File: src/rtl/sadc_pkg.sv
package sadc_pkg;

    typedef enum logic [2:0] {
        ST_IDLE,
        ST_CONV,
        ST_SHIFT,
        ST_OUT,
        ST_PHI,
        ST_PLO
    } sadc_st_e;

    localparam logic [1:0] MODE_WAKE  = 2'd0;
    localparam logic [1:0] MODE_NAP   = 2'd1;
    localparam logic [1:0] MODE_SLEEP = 2'd2;

    localparam int NAP_PULSES   = 2;
    localparam int SLEEP_PULSES = 4;

endpackage

File: src/rtl/sadc_shifter.sv
module sadc_shifter #(
    parameter int NB = 13
) (
    input  logic          clk,
    input  logic          rst_n,
    input  logic          clr_i,
    input  logic          smp_i,
    input  logic          din_i,
    output logic [NB-1:0] word_o
);

    logic [NB-1:0] sr_d, sr_q;

    always_comb begin
        sr_d = sr_q;
        if (clr_i) begin
            sr_d = '0;
        end else if (smp_i) begin
            sr_d = {sr_q[NB-2:0], din_i};
        end
    end

    always_ff @(posedge clk or negedge rst_n) begin
        if (!rst_n) sr_q <= '0;
        else        sr_q <= sr_d;
    end

    assign word_o = sr_q;

endmodule

File: src/rtl/sadc_ctrl.sv
module sadc_ctrl
    import sadc_pkg::*;
#(
    parameter int NB          = 13,
    parameter int HALF_TICKS  = 2,
    parameter int CONV_TICKS  = 2,
    parameter int SETUP_TICKS = 4,
    parameter int WAKE_TRIES  = 4
) (
    input  logic       clk,
    input  logic       rst_n,
    input  logic       start_i,
    input  logic       mode_set_i,
    input  logic [1:0] mode_i,
    input  logic       ref_i,
    input  logic       res_ready_i,
    output logic       sclk_o,
    output logic       conv_o,
    output logic       valid_o,
    output logic       err_o,
    output logic       clr_o,
    output logic       smp_o
);

    localparam int TMAX = (SETUP_TICKS > HALF_TICKS) ?
                          ((SETUP_TICKS > CONV_TICKS) ? SETUP_TICKS : CONV_TICKS) :
                          ((HALF_TICKS > CONV_TICKS) ? HALF_TICKS : CONV_TICKS);
    localparam int TW  = $clog2(TMAX + 1);
    localparam int EW  = $clog2(NB + 2);
    localparam int RW  = $clog2(WAKE_TRIES + 1);

    typedef struct packed {
        sadc_st_e       st;
        logic [TW-1:0]  tick;
        logic [EW-1:0]  edges;
        logic [2:0]     pcnt;
        logic [RW-1:0]  tries;
        logic           conv;
        logic           sclk;
        logic           dummy;
        logic           valid;
        logic           err;
    } ctrl_s;

    ctrl_s r_d, r_q;

    always_comb begin
        r_d   = r_q;
        clr_o = 1'b0;
        smp_o = 1'b0;
        case (r_q.st)
            ST_IDLE: begin
                if (mode_set_i && mode_i != 2'd3) begin
                    r_d.tick = '0;
                    if (mode_i == MODE_WAKE) begin
                        r_d.err   = 1'b0;
                        r_d.dummy = 1'b1;
                        r_d.tries = '0;
                        r_d.st    = ST_CONV;
                        r_d.conv  = 1'b1;
                        clr_o     = 1'b1;
                    end else begin
                        r_d.st   = ST_PHI;
                        r_d.conv = 1'b1;
                        r_d.pcnt = (mode_i == MODE_NAP) ? 3'(NAP_PULSES) : 3'(SLEEP_PULSES);
                    end
                end else if (start_i) begin
                    r_d.dummy = 1'b0;
                    r_d.tick  = '0;
                    r_d.st    = ST_CONV;
                    r_d.conv  = 1'b1;
                    clr_o     = 1'b1;
                end
            end
            ST_CONV: begin
                r_d.tick = r_q.tick + 1'b1;
                r_d.conv = (int'(r_q.tick) + 1 < CONV_TICKS);
                if (r_q.tick == TW'(SETUP_TICKS - 1)) begin
                    r_d.tick  = '0;
                    r_d.sclk  = 1'b1;
                    r_d.edges = EW'(1);
                    r_d.st    = ST_SHIFT;
                end
            end
            ST_SHIFT: begin
                r_d.tick = r_q.tick + 1'b1;
                if (r_q.tick == TW'(HALF_TICKS - 1)) begin
                    r_d.tick = '0;
                    r_d.sclk = !r_q.sclk;
                    if (!r_q.sclk) begin
                        smp_o     = 1'b1;
                        r_d.edges = r_q.edges + 1'b1;
                    end else if (r_q.edges == EW'(NB + 1)) begin
                        if (!r_q.dummy) begin
                            r_d.st    = ST_OUT;
                            r_d.valid = 1'b1;
                        end else if (ref_i) begin
                            r_d.st    = ST_IDLE;
                            r_d.dummy = 1'b0;
                        end else if (r_q.tries == RW'(WAKE_TRIES - 1)) begin
                            r_d.st    = ST_IDLE;
                            r_d.dummy = 1'b0;
                            r_d.err   = 1'b1;
                        end else begin
                            r_d.tries = r_q.tries + 1'b1;
                            r_d.st    = ST_CONV;
                            r_d.conv  = 1'b1;
                            clr_o     = 1'b1;
                        end
                    end
                end
            end
            ST_OUT: begin
                if (res_ready_i) begin
                    r_d.valid = 1'b0;
                    r_d.st    = ST_IDLE;
                end
            end
            ST_PHI: begin
                r_d.tick = r_q.tick + 1'b1;
                if (r_q.tick == TW'(CONV_TICKS - 1)) begin
                    r_d.tick = '0;
                    r_d.conv = 1'b0;
                    r_d.pcnt = r_q.pcnt - 1'b1;
                    r_d.st   = ST_PLO;
                end
            end
            ST_PLO: begin
                r_d.tick = r_q.tick + 1'b1;
                if (r_q.tick == TW'(CONV_TICKS - 1)) begin
                    r_d.tick = '0;
                    if (r_q.pcnt == 3'd0) begin
                        r_d.st = ST_IDLE;
                    end else begin
                        r_d.conv = 1'b1;
                        r_d.st   = ST_PHI;
                    end
                end
            end
            default: r_d.st = ST_IDLE;
        endcase
    end

    always_ff @(posedge clk or negedge rst_n) begin
        if (!rst_n) begin
            r_q      <= '0;
            r_q.st   <= ST_IDLE;
        end else begin
            r_q <= r_d;
        end
    end

    assign sclk_o  = r_q.sclk;
    assign conv_o  = r_q.conv;
    assign valid_o = r_q.valid;
    assign err_o   = r_q.err;

    // a convert strobe never starts while the serial clock is high
    a_r2_conv_clk_low: assert property (@(posedge clk) disable iff (!rst_n)
        $rose(r_q.conv) |-> !r_q.sclk);

    // power-down pulses run with the serial clock held low
    a_r7_pulse_clk_low: assert property (@(posedge clk) disable iff (!rst_n)
        (r_q.st == ST_PHI || r_q.st == ST_PLO) |-> !sclk_o);

    // no new conversion launched while a result is held
    a_r5_no_conv_held: assert property (@(posedge clk) disable iff (!rst_n)
        (r_q.valid && !res_ready_i) |=> !conv_o);

    // the error flag only rises at the end of a wake sequence
    a_r10_err_from_wake: assert property (@(posedge clk) disable iff (!rst_n)
        $rose(err_o) |-> $past(r_q.dummy));

    // mode command seen in a busy state leaves the state unchanged
    a_r11_busy_mode_ignored: assert property (@(posedge clk) disable iff (!rst_n)
        (r_q.st == ST_OUT && mode_set_i && !res_ready_i) |=> r_q.st == ST_OUT);

endmodule

File: src/rtl/sadc_host.sv
module sadc_host #(
    parameter int DW          = 12,
    parameter int HALF_TICKS  = 2,
    parameter int CONV_TICKS  = 2,
    parameter int SETUP_TICKS = 4,
    parameter int WAKE_TRIES  = 4
) (
    input  logic          clk,
    input  logic          rst_n,
    input  logic          start_i,
    input  logic          mode_set_i,
    input  logic [1:0]    mode_i,
    output logic          adc_sclk_o,
    output logic          adc_conv_o,
    input  logic          adc_sdata_i,
    output logic          res_valid_o,
    input  logic          res_ready_i,
    output logic [DW-1:0] res_data_o,
    output logic          res_ref_o,
    output logic          wake_err_o
);

    localparam int NB = DW + 1;

    logic          clr, smp;
    logic [NB-1:0] word;

    sadc_ctrl #(
        .NB          (NB),
        .HALF_TICKS  (HALF_TICKS),
        .CONV_TICKS  (CONV_TICKS),
        .SETUP_TICKS (SETUP_TICKS),
        .WAKE_TRIES  (WAKE_TRIES)
    ) u_ctrl (
        .clk         (clk),
        .rst_n       (rst_n),
        .start_i     (start_i),
        .mode_set_i  (mode_set_i),
        .mode_i      (mode_i),
        .ref_i       (word[NB-1]),
        .res_ready_i (res_ready_i),
        .sclk_o      (adc_sclk_o),
        .conv_o      (adc_conv_o),
        .valid_o     (res_valid_o),
        .err_o       (wake_err_o),
        .clr_o       (clr),
        .smp_o       (smp)
    );

    sadc_shifter #(.NB(NB)) u_shift (
        .clk    (clk),
        .rst_n  (rst_n),
        .clr_i  (clr),
        .smp_i  (smp),
        .din_i  (adc_sdata_i),
        .word_o (word)
    );

    assign res_data_o = word[DW-1:0];
    assign res_ref_o  = word[NB-1];

    // a held result keeps its value until it is taken
    a_r6_result_hold: assert property (@(posedge clk) disable iff (!rst_n)
        (res_valid_o && !res_ready_i) |=> (res_valid_o && $stable(word)));

endmodule

File: config.mk
export PLATFORM = sky130hd
export DESIGN_NAME = sadc_host
export DESIGN_NICKNAME = d
export VERILOG_FILES = /design/src/rtl/sadc_pkg.sv /design/src/rtl/sadc_shifter.sv /design/src/rtl/sadc_ctrl.sv /design/src/rtl/sadc_host.sv
export SDC_FILE = /design/constraint.sdc
export NUM_CORES = 1
export LEC_CHECK = 0
export ABC_AREA = 1
export BUFFER_PORTS_ARGS = -buffer_cell sky130_fd_sc_hd__buf_4
export CAP_MARGIN = 40
export CORE_ASPECT_RATIO = 1.5
export CORE_UTILIZATION = 58
export CTS_CLUSTER_SIZE = 24
export DETAILED_ROUTE_END_ITERATION = 8
export GPL_ROUTABILITY_DRIVEN = 1
export PLACE_DENSITY_LB_ADDON = 0.2
export SLEW_MARGIN = 30
export SYNTH_ARGS = -nofsm -noshare
export SYNTH_HDL_FRONTEND = slang
export SYNTH_HIERARCHICAL = 1
export SYNTH_SLANG_ARGS = --single-unit
File: constraint.sdc
create_clock -name clk -period 2.44 [get_ports clk]
set_input_delay 0.122 -clock clk [delete_from_list [all_inputs] [get_ports clk]]
set_output_delay 0.122 -clock clk [all_outputs]
set_load 0.03 [all_outputs]
==> results of run 1 <==
==> critical path, cell delays in order, from the launching register on <==
cell and delay, ns:
dfrtp_1 0.49, nor2_8 0.26, nand2_8 0.11, inv_4 0.14, nand2_2 0.08, o31ai_1 0.49, inv_2 0.24, nand3_1 0.13
nand2_1 0.06
==> kinds of logic (layout without fill, tap and decap cells) <==
kind of cell / Yosys count / count (layout) / share of synthesized area (%)
AO/OA/AOI/OAI: 24 / 24 / 6.50
AND/OR/NAND/NOR: 184 / 184 / 40.0
adder cells (fa/ha/maj): 10 / 10 / 5.80
XOR/XNOR: 1 / 1 / 0.406
flip-flops: 34 / 34 / 39.5
buffers and inverters: 35 / 64 / 7.78
==> timing repair <==
item | CTS | global route
gates resized for setup | 0 | 0
hold endpoints to repair | 34 | 0
hold buffers | 1 | 0
==> cell usage after synthesis (all sizes together) <==
master / count / share of area [%]
inv: 30 / 5.3
nor3: 2 / 0.46
dfrtp: 34 / 39
a22oi: 1 / 0.35
a211oi: 1 / 0.35
nand4: 1 / 0.29
o21bai: 2 / 0.70
nand3b: 2 / 0.87
buf: 5 / 2.4
o21ai: 13 / 3.0
ha: 10 / 5.8
nor2: 37 / 9.2
nand2: 99 / 19
a21oi: 2 / 0.46
nand3: 43 / 10
o22ai: 2 / 0.58
o31ai: 1 / 0.35
o211ai: 2 / 0.70
xor2: 1 / 0.41
==> cells in the final DEF, fill, tap and decap left out, drive strengths merged <==
cell,count
nand3b,2
clkbuf,5
nand3,43
nor2,37
nor3,2
o21bai,2
a211oi,1
a21oi,2
o22ai,2
o31ai,1
inv,30
xor2,1
dfrtp,34
nand4,1
dlygate4sd3,1
a22oi,1
ha,10
clkinv,2
o211ai,2
buf,26
nand2,99
o21ai,13
==> metal layers <==
layer	part of all wire (%)	GRT usage [%]	wire (um)
met1	40	28.2	1900
met2	52	47.7	2460
met3	4.2	6.35	195
met4	3.0	14.6	143
met5	0	0	0
==> cell type report <==
| cell class | count | area share [%] |
|---|---|---|
| timing repair buffer | 27 | 8.41 |
| sequential | 34 | 34.9 |
| clock buffer | 5 | 2.82 |
| clock inverter | 2 | 0.410 |
| inverter | 30 | 4.72 |
| multi-input combinational | 219 | 46.6 |
| tap | 42 | 2.15 |
==> power groups by stage <==
stage | combinational [mW] | sequential [mW] | clock (mW)
detailed placement | 1.05 | 0.799 | 0
CTS | 1.06 | 0.788 | 0.404
floorplan | 0.817 | 0.795 | 0
global placement | 1.04 | 0.794 | 0
global route | 1.19 | 0.805 | 0.433
finish | 1.05 | 0.788 | 0.392
==> registers in the layout, summed over array words and instances, names as in the netlist <==
register and count:
u_ctrl/sclk_o 1, u_ctrl/err_o 1, u_ctrl/conv_o 1, u_ctrl/valid_o 1
u_ctrl/r_q 17, u_shift/word_o 13
==> per-stage QoR <==
step           power, mW  util [%]  std cells
3_3_place_gp        1.83      67.5        351
4_1_cts             2.25      70.1        359
2_1_floorplan       1.61         -        288
3_5_place_dp        1.85      67.5        351
5_1_grt             2.43      70.1        359
6_report            2.23      70.1        359
==> worst paths after layout <==
path,slack [ns],to,startpoint,cells after the start
worst max-delay path,0.33,u_shift/word_o[6]$_DFFE_PN0P_,u_ctrl/r_q[18]$_DFFE_PN0P_,8
worst min-delay path,0.06,u_shift/word_o[0]$_DFFE_PN0P_,adc_sdata_i,3
worst max register to register,0.33,u_shift/word_o[6]$_DFFE_PN0P_,u_ctrl/r_q[18]$_DFFE_PN0P_,8
worst min register to register,0.48,u_ctrl/valid_o$_DFFE_PN0P_,u_ctrl/valid_o$_DFFE_PN0P_,2
max in group asynchronous,1.84,u_ctrl/r_q[7]$_DFFE_PN0P_,rst_n,2
min in group asynchronous,0.31,u_ctrl/r_q[15]$_DFFE_PN0P_,rst_n,2
==> flow_summary.toml, run 1 <==
[final_layout]
final_nets = 335
fill_cells = 310
diodes = 0
syn_to_final_growth_pct = 13.2
drive_above_1_share_pct = 18.0
register_area_sq_um = 851
multiInputGateArea_sq_um = 1140
stdcell_area_sq_um = 2440

[timing]
fin_crit_sh_pct = 86.5
tns_ns = 0
max_slew_margin_pct = 61.1
fin_skew_ns = 0.00375
final-hold-violation-count = 0
setup_viol = 0
rsz0062_at_grt = "false"
whs_ns = 0.0589
worst_pin_slew_ns = 0.579
slew_violations = 0
fmax_ghz = 0.474
setup_slack_ns = 0.330
min_period_ns = 2.11

[yosys]
syn-cell-area_sq_um = 2160
avgSynthCellArea_sq_um = 7.49
syn_nets = 306
yosys_warnings = 6
ys_ff_latch = 34
yosysUniqueCellTypes = 30
syn_inst = 288
synth-seq-area-share_pct = 39.5

[routing]
num_vias = 1957
ant_nets = 0
first_pass_iters = 4
drc = 0
wl_per_cell_um = 13.1
viasPerCell = 5.45
finalWirelength_mm = 4.70
first_iter_violations = 82

[clock_tree]
cts_num_sinks = 34
clk_pin_slew_ns = 0.07
htreeDepth = 2
cts_buffer_depth = 2
root_buffer = "clkbuf_8"
cts_made_buffers = 5
post_cts_buffers = 0
clkLatencyLatePin_ns = 0.29
cts_tree = "done"

[place]
finalWeightedCongestion = 0.948
placed_area_sq_um = 2350
dp_hpwl_mm = 3.61
port_buffers = 24
pre_cts_slack_ns = 0.362

[worst_setup_path]
cp-end-kind = "flop"
cp_max_fo = 13
critPathLaunchType = "flop"
path_class = "reg -> reg"
required_ns = 2.62
critPathArrivalTime_ns = 2.29

[power]
ir_worst_vdd_mv = 0.552
combPwrFrac_pct = 47.1
power_frac_seq_pct = 35.3
powerDensity_nw_per_um2 = 914
internal_power_mw = 1.21
power_switching_share_pct = 45.6
p_switching_mw = 1.02
clkPwrFrac_pct = 17.6
total_leakage_power_nw = 1.32

[global_routing]
track_usage_pct = 27.0
grt_max_degree = 35
grt-ovfl-total = 0
grt_pass1_wl_mm = 7.93
antenna_found_initial = 0
grt_pass1_vias = 1931

[floorplan]
start_util_pct = 61.9
die_area_sq_um = 3970
coreArea_sq_um = 3480
dieWidth_um = 51.8
row_count = 26
num_io_pins = 25
die_h_um = 76.7

[hold_path]
hold_class = "in -> reg"

[outcome]
run_status = "finished, final reports clean"

[flow_run]
drv_cap = 0
Note: power is estimated with default switching activity, not from simulation.
==> run 2: changes to the inputs <==
CORE_UTILIZATION = 60   (was 58)
CTS_BUF_LIST = sky130_fd_sc_hd__clkbuf_8   (was not set)
CTS_CLUSTER_DIAMETER = 200   (was not set)
SYNTH_HIERARCHICAL = not set   (was 1)
==> run 2 against run 1 <==
Net effect:
- via count increased by 0.26%
- worst hold slack got worse by 0.0053 ns
- area after synthesis decreased by 1.7%
- design area unchanged
- critical path depth increased by 1
- sequential power about the same
- clock power increased by 24%
- core utilization increased by 2.0 points
- global-route usage increased by 1.3 points
- clock-buffer cell count increased by 3
- combinational power increased by 8%
- largest cell class unchanged
==> flow_summary.toml, run 2 <==
[outcome]
run_status = "finished, final reports clean"

[routing]
num_vias = 1962
drc = 0
first_iter_violations = 75
viasPerCell = 5.56
finalWirelength_mm = 4.75
first_pass_iters = 6
ant_nets = 0
wl_per_cell_um = 13.5

[hold_path]
min_to = "u_shift.word_o[0]$_DFFE_PN0P_"
hp-start = "adc_sdata_i"
hold_class = "in -> reg"
hold_path_depth = 3

[yosys]
synth_area_leaders = "dfrtp_1, nand2_1, nand3_1, ha_1, inv_1"
synth_top_family_by_area = "simple AND/OR/NAND/NOR gates"
synthMuxAreaShare_pct = 0.473
yosysMostFrequentCell = "nand2_1"
avgSynthCellArea_sq_um = 7.49
yosys_warnings = 0
yosys.area_share.adder_pct = 5.91
yosys.area.top_type = "dfrtp_1"
synth-seq-area-share_pct = 40.2
synth.top_cell.area_share_pct = 40.2
yosysUniqueCellTypes = 27
ys_ff_latch = 34
async_reset_ff_share_pct = 100
syn_inst = 283
syn_nets = 301
synth_common_cells = "nand2_1, dfrtp_1, inv_1"
synth-simple-area-share_pct = 38.7
syn-cell-area_sq_um = 2120
synth_edf_count = 0
synth_compound_area_share_pct = 6.32
synth_xor_area_share_pct = 0.413
synth_ff_type = "dfrtp_1"

[timing]
slew_violations = 0
tns_ns = 0
fmax_ghz = 0.509
fin_crit_sh_pct = 80.6
worst_pin_slew_ns = 0.601
rsz0062_at_grt = "false"
max_slew_margin_pct = 60.0
fin_skew_ns = 0.00696
final-hold-violation-count = 0
setup_slack_ns = 0.474
setup_viol = 0
min_period_ns = 1.97

[floorplan]
start_util_pct = 62.6
dieWidth_um = 50.5
coreArea_sq_um = 3380
row_count = 26
die_area_sq_um = 3780
die_h_um = 74.8
num_io_pins = 25

[clock_tree]
cts_buffer_depth = 2
clkLatencyLatePin_ns = 0.28
post_cts_buffers = 0
cts_resized = 0
ctsHoldBuffers = 1
cts_num_sinks = 34
cts_tree = "done"
cts_made_buffers = 5
htreeDepth = 2
root_buffer = "clkbuf_8"
clk_pin_slew_ns = 0.07

[worst_setup_path]
reg2reg_slack_ns = 0.47
cp_max_fo = 11
cp-end-kind = "flop"
timing.rr.start = "u_ctrl.r_q[19]$_DFFE_PN0P_"
critPathArrivalTime_ns = 2.14
required_ns = 2.61
r2r.worst_path.cells = 9
worstReg2RegEnd = "u_ctrl.r_q[12]$_DFFE_PN0P_"
path_class = "reg -> reg"
critPathLaunchType = "flop"

[place]
pre_cts_slack_ns = 0.567
port_buffers = 24
dp_hpwl_mm = 3.60
finalWeightedCongestion = 0.902
place_inst = 344

[final_layout]
final_util_pct = 72.1
largest_register_ffs = 17
diodes = 0
layout.cells.non_filler = 353
syn_to_final_growth_pct = 15.2
top_register = "u_ctrl.r_q"
layout_common_cells = "nand2_1, dfrtp_1, inv_1, nand3_1, buf_4"
final_nets = 328
drive_above_1_share_pct = 17.0
final_common_cell = "nand2_1"

[power]
total_power_mw = 2.41
ir_worst_vdd_mv = 0.631
total_leakage_power_nw = 1.35
powerDensity_nw_per_um2 = 986

[flow_run]
drv_cap = 0

[global_routing]
grt-ovfl-total = 0
grt_pass1_vias = 1843
grt_pass1_wl_mm = 7.96
track_usage_pct = 28.4
grt_max_degree = 35
antenna_found_initial = 0
==> run 2: cell count changes in the layout (fill, tap and decap cells not counted), sizes merged, moves of 2 or more <==
cell    delta
nor2       -7
inv        +5
o21bai     -2
nand4     +14
nand2      -7
nand3     -11
o21ai      +2
clkinv     -2
clkbuf     +3
a21oi      +3
==> run 2: logic make-up (layout without fill, tap and decap cells) <==
kind of cell,Yosys count,in the layout
XOR/XNOR,1,1
multiplexers,1,1
flip-flops,34,34
AO/OA/AOI/OAI,25,25
AND/OR/NAND/NOR,171,171
adder cells (fa/ha/maj),10,10
buffers and inverters,41,69
==> run 2: critical path: stages, from the launching register on <==
cell and delay, ns:
dfrtp_1 0.73, inv_1 0.27, nand3_1 0.26, inv_2 0.08, nand2_1 0.08, nand2_1 0.09, nor2_4 0.20, inv_2 0.06
nand2_1 0.05, nand2_1 0.05
==> run 2: worst max path at each step <==
stage	end	slack [ns]	depth (start not counted)	startpoint
floorplan	u_shift.word_o[12]$_DFFE_PN0P_	0.86	9	u_ctrl.r_q[5]$_DFFE_PN0P_
global placement	u_ctrl.r_q[12]$_DFFE_PN0P_	0.57	9	u_ctrl.r_q[19]$_DFFE_PN0P_
detailed placement	u_ctrl.r_q[14]$_DFFE_PN0P_	0.57	9	u_ctrl.r_q[19]$_DFFE_PN0P_
CTS	u_ctrl.r_q[12]$_DFFE_PN0P_	0.55	9	u_ctrl.r_q[19]$_DFFE_PN0P_
global route	u_ctrl.r_q[12]$_DFFE_PN0P_	0.30	9	u_ctrl.r_q[19]$_DFFE_PN0P_
finish	u_ctrl.r_q[12]$_DFFE_PN0P_	0.47	9	u_ctrl.r_q[19]$_DFFE_PN0P_
==> run 2: cell type report <==
cell class | instances | area, sq um
Multi-Input combinational cell | 208 | 1100
Fill cell | 288 | 943
Sequential cell | 34 | 851
Timing Repair Buffer | 26 | 198
Inverter | 35 | 131
Clock buffer | 8 | 110
Tap cell | 42 | 52.6
==> run 2: metal layers <==
metal | part of all wire [%] | wire length [um] | global-route usage, % | vias to the layer above
met1 | 39 | 1850 | 32.3 | 922
met5 | 0 | 0 | 0 | -
met3 | 4.3 | 205 | 4.44 | 14
met4 | 2.6 | 123 | 11.7 | 0
met2 | 54 | 2570 | 52.4 | 56
li1 | - | - | - | 970
==> run 2: report_power, final <==
| group | switching, mW | internal, mW |
|---|---|---|
| sequential | 0.111 | 0.678 |
| clock | 0.202 | 0.285 |
| combinational | 0.765 | 0.366 |
==> run 2: stage by stage <==
stage	area [sq um]	hold slack, ns
final	2440	0.0536
after global routing	2440	0.0621
after CTS	2440	0.0510
after detailed placement	2320	0.0971
after global placement	2320	0.0938
after floorplan	2120	-0.174
==> run 3: changes to the inputs <==
clock period = 1.9 ns   (was 2.44 ns; I/O delays follow)
==> run 3 against run 2 <==
Net effect:
- register-to-register slack got worse by 0.26 ns
- combinational power up 31%
- clock-buffer cell count is 2 lower
- power grew 26%
- critical path type unchanged
- critical endpoint is now u_shift.word_o[11]$_DFFE_PN0P_
- largest cell class unchanged
==> flow_summary.toml, run 3 (synthesized netlist as in run 2, its figures left out) <==
[global_routing]
grtUsageMet1_pct = 32.1
grt-ovfl-total = 0
grt_pass1_wl_mm = 7.84
grt_pass1_vias = 1764
grt_max_degree = 35
antenna_found_initial = 0
track_usage_pct = 27.9
grt.met2_usage_pct = 50.2
grt_busiest_layer = "met2"
globalRouteMet3Util_pct = 4.65

[timing]
setup_viol = 0
worst_pin_slew_ns = 0.429
slew_violations = 0
setup_slack_ns = 0.215
whs_ns = 0.0132
fin_crit_sh_pct = 88.7
final-hold-violation-count = 0
tns_ns = 0
max_slew_margin_pct = 71.4
fmax_ghz = 0.593
min_period_ns = 1.69
fin_skew_ns = 0.00692
rsz0062_at_grt = "false"

[worst_setup_path]
crit_start = "u_ctrl.r_q[5]$_DFFE_PN0P_"
critical_path.n_buffers_inverters = 0
critPathMaxStageDelay_ns = 0.40
reg2reg_slack_ns = 0.21
required_ns = 2.07
cp_max_fo = 14
path_delay_family = "simple AND/OR/NAND/NOR gates"
cp_slowest_cell = "dfrtp_1"
critPathArrivalTime_ns = 1.86
timing.rr.start = "u_ctrl.r_q[5]$_DFFE_PN0P_"
critPathLaunchType = "flop"
worstPathCellList = "ha_1 -> ha_1 -> nor2_1 -> nand2_1 -> nor2_1 -> nand3_4 -> nand4_1 -> nand2_1"
path_class = "reg -> reg"
cp-end-kind = "flop"

[floorplan]
die_h_um = 74.8
coreArea_sq_um = 3380
row_count = 26
dieWidth_um = 50.5
num_io_pins = 25
start_util_pct = 62.6
die_area_sq_um = 3780

[hold_path]
hold_class = "in -> reg"
hp-start = "adc_sdata_i"

[clock_tree]
post_cts_buffers = 0
root_buffer = "clkbuf_8"
cts_num_sinks = 34
cts_made_buffers = 5
clkLatencyLatePin_ns = 0.29
cts_buffer_depth = 2
cts_tree = "done"
clk_pin_slew_ns = 0.07
htreeDepth = 2

[routing]
first_pass_iters = 4
num_vias = 1947
finalWirelength_mm = 4.70
ant_nets = 0
wl_per_cell_um = 13.2
first_iter_violations = 78
drc = 0
viasPerCell = 5.47

[final_layout]
diodes = 0
final_common_cell = "nand2_1"
largest_register_ffs = 17
top_register = "u_ctrl.r_q"
syn_to_final_growth_pct = 15.7
drive_above_1_share_pct = 17.5
final_nets = 331
layout_common_cells = "nand2_1, dfrtp_1, inv_1, buf_4, nand3_1"

[place]
pre_cts_slack_ns = 0.179
dp_hpwl_mm = 3.49
port_buffers = 24
finalWeightedCongestion = 0.898

[outcome]
run_status = "finished, final reports clean"

[power]
total_leakage_power_nw = 1.36
ir_worst_vdd_mv = 0.775
total_power_mw = 3.04
powerDensity_nw_per_um2 = 1240

[flow_run]
drv_cap = 0
## run 3: cell count changes in the layout (fill, tap and decap cells not counted), sizes merged
cell	previous run	this run
clkinv	0	1
buf	25	28
inv	35	36
clkbuf	8	6
## run 3: routing by layer
metal | vias to the layer above | wire length (um)
met5 | - | 0
met4 | 0 | 105
met3 | 10 | 200
met2 | 56 | 2480
met1 | 900 | 1920
li1 | 981 | -
## run 3: final timing paths
check | to | depth (start not counted)
hold reg to reg | u_ctrl.err_o$_DFFE_PN0P_ | 2
setup reg to reg | u_shift.word_o[11]$_DFFE_PN0P_ | 8
max in group asynchronous | u_shift.word_o[7]$_DFFE_PN0P_ | 2
hold / removal | u_shift.word_o[0]$_DFFE_PN0P_ | 3
setup / recovery | u_shift.word_o[11]$_DFFE_PN0P_ | 8
min in group asynchronous | u_ctrl.valid_o$_DFFE_PN0P_ | 2
## run 3: layout make-up
class | count | area (sq um)
Sequential cell | 34 | 851
Inverter | 35 | 131
Clock buffer | 6 | 82.6
Multi-Input combinational cell | 208 | 1100
Fill cell | 295 | 932
Clock inverter | 2 | 8.76
Timing Repair Buffer | 29 | 220
Tap cell | 42 | 52.6
## run 3: power by group
part | total, mW | leakage [nW] | internal [mW] | switching, mW
combinational | 1.48 | 0.854 | 0.490 | 0.987
clock | 0.555 | 0.0524 | 0.287 | 0.268
sequential | 1.00 | 0.453 | 0.870 | 0.134
total | 3.04 | 1.36 | 1.65 | 1.39
## run 3: what timing repair did
action                                  CTS  global route
hold buffers                              1             0
hold endpoints to repair                 34             0
endpoints found under the setup margin    0             3
gates resized for setup                   0             1
## run 3: stage by stage
| stage | area (sq um) | instances | utilization [%] |
|---|---|---|---|
| 4_1_cts | 2440 | 356 | 72.2 |
| 3_3_place_gp | 2340 | 347 | 69.2 |
| 6_report | 2450 | 356 | 72.4 |
| 2_1_floorplan | 2120 | 283 | - |
| 5_1_grt | 2450 | 356 | 72.4 |
| 3_5_place_dp | 2340 | 347 | 69.2 |
## run 3: worst reg2reg max path, stage by stage, from the launching register on
cell and delay (ns):
dfrtp_1 0.40, ha_1 0.20, ha_1 0.21, nor2_1 0.15, nand2_1 0.06, nor2_1 0.17, nand3_4 0.19, nand4_1 0.12
nand2_1 0.07
